**src/rtl/prt_pkg.sv**
```systemverilog
package prt_pkg;
  typedef enum logic [1:0] {
    MODE_OFF    = 2'b00,
    MODE_RSV_A  = 2'b01,
    MODE_RESYNC = 2'b10,
    MODE_RSV_B  = 2'b11
  } resync_mode_e;
endpackage

```
**src/rtl/prt_cycle_counter.sv**
```systemverilog
module prt_cycle_counter #(
  parameter int DIV_W = 12,
  parameter int MOD_W = 12
) (
  input  logic             clk,
  input  logic             rst_n,
  input  logic             run,
  input  logic [DIV_W-1:0] div_val,
  input  logic [MOD_W-1:0] mod_val,
  output logic             tc
);
  localparam logic [DIV_W-1:0] DIV_ONE = DIV_W'(1);
  localparam logic [MOD_W-1:0] MOD_ONE = MOD_W'(1);

  logic [MOD_W-1:0] inner_q;
  logic [DIV_W-1:0] outer_q;
  logic             inner_last;
  logic             outer_last;

  // >= keeps the count bounded if a limit shrinks mid-count
  assign inner_last = inner_q >= (mod_val - MOD_ONE);
  assign outer_last = outer_q >= (div_val - DIV_ONE);
  assign tc         = run & inner_last & outer_last;

  always_ff @(posedge clk or negedge rst_n) begin
    if (!rst_n) begin
      inner_q <= '0;
      outer_q <= '0;
    end else if (!run) begin
      inner_q <= '0;
      outer_q <= '0;
    end else if (inner_last) begin
      inner_q <= '0;
      outer_q <= outer_last ? '0 : outer_q + DIV_ONE;
    end else begin
      inner_q <= inner_q + MOD_ONE;
    end
  end
endmodule

```
**src/rtl/prt_arm_tracker.sv**
```systemverilog
module prt_arm_tracker #(
  parameter int MOD_W = 12
) (
  input  logic             clk,
  input  logic             rst_n,
  input  logic             rise,
  input  logic             tc,
  input  logic [MOD_W-1:0] phase_word,
  input  logic [MOD_W-1:0] mod_val,
  output logic             seed_valid,
  output logic [MOD_W-1:0] seed_word
);
  localparam logic [MOD_W-1:0] MOD_ONE = MOD_W'(1);

  logic             armed_q;
  logic             seen_one_q;
  logic [MOD_W-1:0] phase_q;
  logic             fire;
  logic [MOD_W-1:0] clamped;

  assign fire    = !rise && tc && armed_q && seen_one_q;
  assign clamped = (phase_q >= mod_val) ? (mod_val - MOD_ONE) : phase_q;

  always_ff @(posedge clk or negedge rst_n) begin
    if (!rst_n) begin
      armed_q    <= 1'b0;
      seen_one_q <= 1'b0;
      phase_q    <= '0;
    end else if (rise) begin
      armed_q    <= 1'b1;
      seen_one_q <= 1'b0;
      phase_q    <= phase_word;
    end else if (tc && armed_q) begin
      if (seen_one_q) armed_q <= 1'b0;
      seen_one_q <= 1'b1;
    end
  end

  always_ff @(posedge clk or negedge rst_n) begin
    if (!rst_n) begin
      seed_valid <= 1'b0;
      seed_word  <= '0;
    end else begin
      seed_valid <= fire;
      seed_word  <= fire ? clamped : '0;
    end
  end
endmodule

```
**src/rtl/phase_resync_timer.sv**
```systemverilog
module phase_resync_timer
  import prt_pkg::*;
#(
  parameter int DIV_W = 12,
  parameter int MOD_W = 12
) (
  input  logic             clk,
  input  logic             rst_n,
  input  logic [DIV_W-1:0] div_val,
  input  logic [MOD_W-1:0] mod_val,
  input  logic [1:0]       mode,
  input  logic [MOD_W-1:0] phase_word,
  input  logic             load_en,
  output logic             sync_pulse,
  output logic             seed_valid,
  output logic [MOD_W-1:0] seed_word
);
  logic le_q;
  logic rise;
  logic enable;
  logic run;
  logic tc;

  assign rise   = load_en & ~le_q;
  assign enable = (resync_mode_e'(mode) == MODE_RESYNC) && (|div_val) && (|mod_val);
  assign run    = enable & ~rise;

  always_ff @(posedge clk or negedge rst_n) begin
    if (!rst_n) begin
      le_q       <= 1'b0;
      sync_pulse <= 1'b0;
    end else begin
      le_q       <= load_en;
      sync_pulse <= tc;
    end
  end

  prt_cycle_counter #(.DIV_W(DIV_W), .MOD_W(MOD_W)) counter_i (
    .clk     (clk),
    .rst_n   (rst_n),
    .run     (run),
    .div_val (div_val),
    .mod_val (mod_val),
    .tc      (tc)
  );

  prt_arm_tracker #(.MOD_W(MOD_W)) tracker_i (
    .clk        (clk),
    .rst_n      (rst_n),
    .rise       (rise),
    .tc         (tc),
    .phase_word (phase_word),
    .mod_val    (mod_val),
    .seed_valid (seed_valid),
    .seed_word  (seed_word)
  );
endmodule

```
**config.mk**
```make
export PLATFORM = sky130hd
export DESIGN_NAME = phase_resync_timer
export DESIGN_NICKNAME = d
export VERILOG_FILES = /design/src/rtl/prt_pkg.sv /design/src/rtl/prt_cycle_counter.sv /design/src/rtl/prt_arm_tracker.sv /design/src/rtl/phase_resync_timer.sv
export SDC_FILE = /design/constraint.sdc
export NUM_CORES = 1
export LEC_CHECK = 0
export BUFFER_PORTS_ARGS = -buffer_cell sky130_fd_sc_hd__buf_2
export CAP_MARGIN = 20
export CORE_UTILIZATION = 57
export CTS_CLUSTER_SIZE = 8
export DETAILED_ROUTE_END_ITERATION = 6
export GPL_ROUTABILITY_DRIVEN = 1
export PLACE_DENSITY = 0.79
export SYNTH_ARGS = -nofsm -noshare
export SYNTH_HDL_FRONTEND = slang
export SYNTH_SLANG_ARGS = --single-unit
```
**constraint.sdc**
```tcl
create_clock -name clk -period 2.5 [get_ports clk]
set_input_delay 0.5 -clock clk [delete_from_list [all_inputs] [get_ports clk]]
set_output_delay 0.5 -clock clk [all_outputs]
set_load 0.05 [all_outputs]
```
==> flow_summary.toml <==
[status]
run_status = "finished, violations left"
violations = "negative setup slack"

[timing]
maxSlewHeadroom_pct = 59.7
final-max-slew-violation-count = 0
timing.fmax_mhz = 335
worst_pin_slew_ns = 0.604
timing.final.ws_setup_ns = -0.485
layout_min_cycle_time_ns = 2.99
period_share_pct = 119
setup_violations = 40
hold_viol_final = 0
grt_setup_unrepaired = "true"
skew_ns = 0.00894

[power]
irDropWorstVdd_mv = 0.378
power.total_mw = 2.11
power_density_nw_per_um2 = 416
p_leak_nw = 2.43

[routing]
wl_um = 11700
vias = 3649
wire_per_inst_um = 19.9
drc = 0
drt-pass1-iter-count = 5
antenna_left = 0
drt_iter0_markers = 195
via_per_inst = 6.20

[layout]
seq_area_um2 = 1330
fin_nets = 594
syn_to_final_growth_pct = 44.9
final_cell_mix = "buf_4 (70), dfrtp_1 (53), buf_2 (52)"
final_common_cell = "buf_4"
fillers = 294
multi_input_area_um2 = 2400
drive_gt1_share_pct = 43.0
diodes = 0

[cts]
clock_latency_ns = 0.32
clock_path_buffers = 2
clkTransAtPathRegs_ns = 0.10
htree_levels = 2
cts_buffers = 5
cts_root_buf = "clkbuf_8"
cts_tree = "done"
cts_sinks = 53

[setup_path]
cp_cell_sequence = "buf_12, nor3_2, nand3_2, buf_4, nor3_4, xnor2_2, ha_1, nand2_1, nor2_2, a21o_2, buf_6, nand3_4, a211oi_2"
rr_endpoint = "counter_i.inner_q[11]"
worstPathRequired_ns = 2.72
reg2reg_from = "counter_i.inner_q[0]"
slowest_stage = "ha_1"
cp_slowest_stage_delay_ns = 0.34
rr_worst_depth = 11
worstPathArrival_ns = 3.20
crit_path_start_kind = "primary input"
worstSetupPathType = "primary input to flip-flop"
ff2ff_setup_slack_ns = 0.16
cp-end-kind = "flip-flop"
crit_fanout = 6

[synth]
synth_fp_nets = 462
yosysTopAreaCell = "dfrtp_1"
yosysSeqAreaShare_pct = 37.9
synth_seq_cells = 53
synth-edff-count = 0
synth.yosys.warnings = 0
syn_avg_cell_area_um2 = 9.19
ys_top_cells_by_area = "dfrtp_1 (38%), ha_1 (14%), xnor2_1 (5.5%)"
ys_types = 46
synthFlopType = "dfrtp_1"
netlist.area_leader.share_pct = 37.9
syn_inst = 381
synthesis.area_um2 = 3500
async_reset_ff_share_pct = 100

[floorplan]
ioPinCount = 55
die_w_um = 80.4
die_height_um = 80.4
die_area_um2 = 6460
start_util_pct = 59.2
rows = 28
core_area_um2 = 5920

[global_route]
use_met2_pct = 61.7
grt_max_degree = 31
globalRoute.totalOverflow = 0
grt_util_met3_pct = 4.89
grt_pass1_wl_um = 16500
track_usage_pct = 34.0
first_global_vias = 3590
use_met1_pct = 35.7
antenna_found_initial = 0
grt-busiest-layer = "met2"

[placed_design]
place_congestion = 0.909
port_buffers = 54
pre_cts_ws_ns = -0.613
detailedPlacementHpwl_um = 7020

[job]
cap_violations = 0

[min_path]
hold_path_class = "primary input to asynchronous set/reset pin"
-- cells by family (layout without fill, tap and decap cells) --
group                    Yosys count  count (layout)  synth area share, %
AO/OA/AOI/OAI                     77              77                 14.3
XOR/XNOR                          30              30                 7.50
adder cells (fa/ha/maj)           40              40                 14.3
buffers and inverters             44             176                 5.22
flip-flops                        53              53                 37.9
multiplexers                       2               2                0.607
AND/OR/NAND/NOR                  135             136                 20.2
-- timing repair --
| action | CTS | global route |
|---|---|---|
| pin swaps | 19 | 23 |
| resized for setup | 43 | 44 |
| buffers inserted | 6 | 7 |
| hold buffers | 0 | 0 |
| cloned | 2 | 1 |
| setup endpoints to repair | 40 | 40 |
-- report_power, final --
group / leakage [nW] / switching [mW] / internal [mW]
Combinational: 1.65 / 0.278 / 0.219
Clock: 0.0681 / 0.302 / 0.398
Sequential: 0.712 / 0.0316 / 0.884
Total: 2.43 / 0.612 / 1.50
-- synthesized netlist by cell type (2+ instances only) --
master	number
and2_1	5
xnor2_1	22
buf_6	2
nor4_4	2
a21o_1	2
nor2_1	35
clkbuf_1	7
nor2b_1	6
a32oi_1	9
dfrtp_1	53
nand2b_1	5
nand4_1	7
o21ai_1	4
xor2_1	8
nor4_1	4
nand2_1	24
buf_2	2
nand3_1	20
nor3_1	8
a211oi_1	13
ha_1	40
and3_1	12
o21ai_0	20
inv_1	32
o31ai_1	4
a21oi_1	15
-- cell type report --
class	count	area share (%)
timing repair buffer	136	19.4
inverter	32	2.76
sequential	53	26.1
tap	75	1.85
multi-input combinational	285	47.3
clock inverter	3	1.28
clock buffer	5	1.36
-- flip-flops by register name, summed over array words and instances, names as in the netlist --
name / count
counter_i.inner_q: 12
counter_i.outer_q: 12
le_q: 1
sync_pulse: 1
tracker_i.armed_q: 1
tracker_i.phase_q: 12
tracker_i.seed_valid: 1
tracker_i.seed_word: 12
tracker_i.seen_one_q: 1
-- layer usage --
layer | vias up | share of wire [%] | wire length [um]
met1 | 1712 | 35 | 4090
met2 | 221 | 51 | 5950
met5 | - | 0 | 0
li1 | 1623 | - | -
met4 | 0 | 7.6 | 891
met3 | 93 | 6.7 | 781
-- per-stage QoR --
step                      area, um2  utilization (%)  instances  setup TNS [ns]  hold WS (ns)
after floorplan                3650                -        381           -6.44         0.204
after global placement         4460             75.4        565          -18.12         0.450
after detailed placement       4460             75.4        565          -20.42         0.484
after CTS                      4830             81.7        581           -5.82         0.194
after global routing           5070             85.7        589          -14.81         0.206
final                          5070             85.7        589          -11.47         0.173
-- worst max-delay path: cells and delay by family --
family          cells  cell delay (ns)
buf+inv             3             0.42
fa+ha+maj           1             0.34
xor+xnor            1             0.14
simple gates        6             1.24
compound gates      2             0.55
-- worst max-delay path by stage --
stage | from | endpoint | slack [ns]
6_report | mod_val[0] | tracker_i.seed_word[4] | -0.49
5_1_grt | mod_val[0] | tracker_i.seed_word[4] | -0.53
4_1_cts | mod_val[0] | tracker_i.seed_word[8] | -0.24
3_5_place_dp | div_val[0] | tracker_i.seed_word[0] | -0.61
3_3_place_gp | mod_val[1] | tracker_i.seed_word[11] | -0.51
2_1_floorplan | mod_val[1] | tracker_i.seed_word[10] | -0.26
Power figures use the tool's default switching activity.
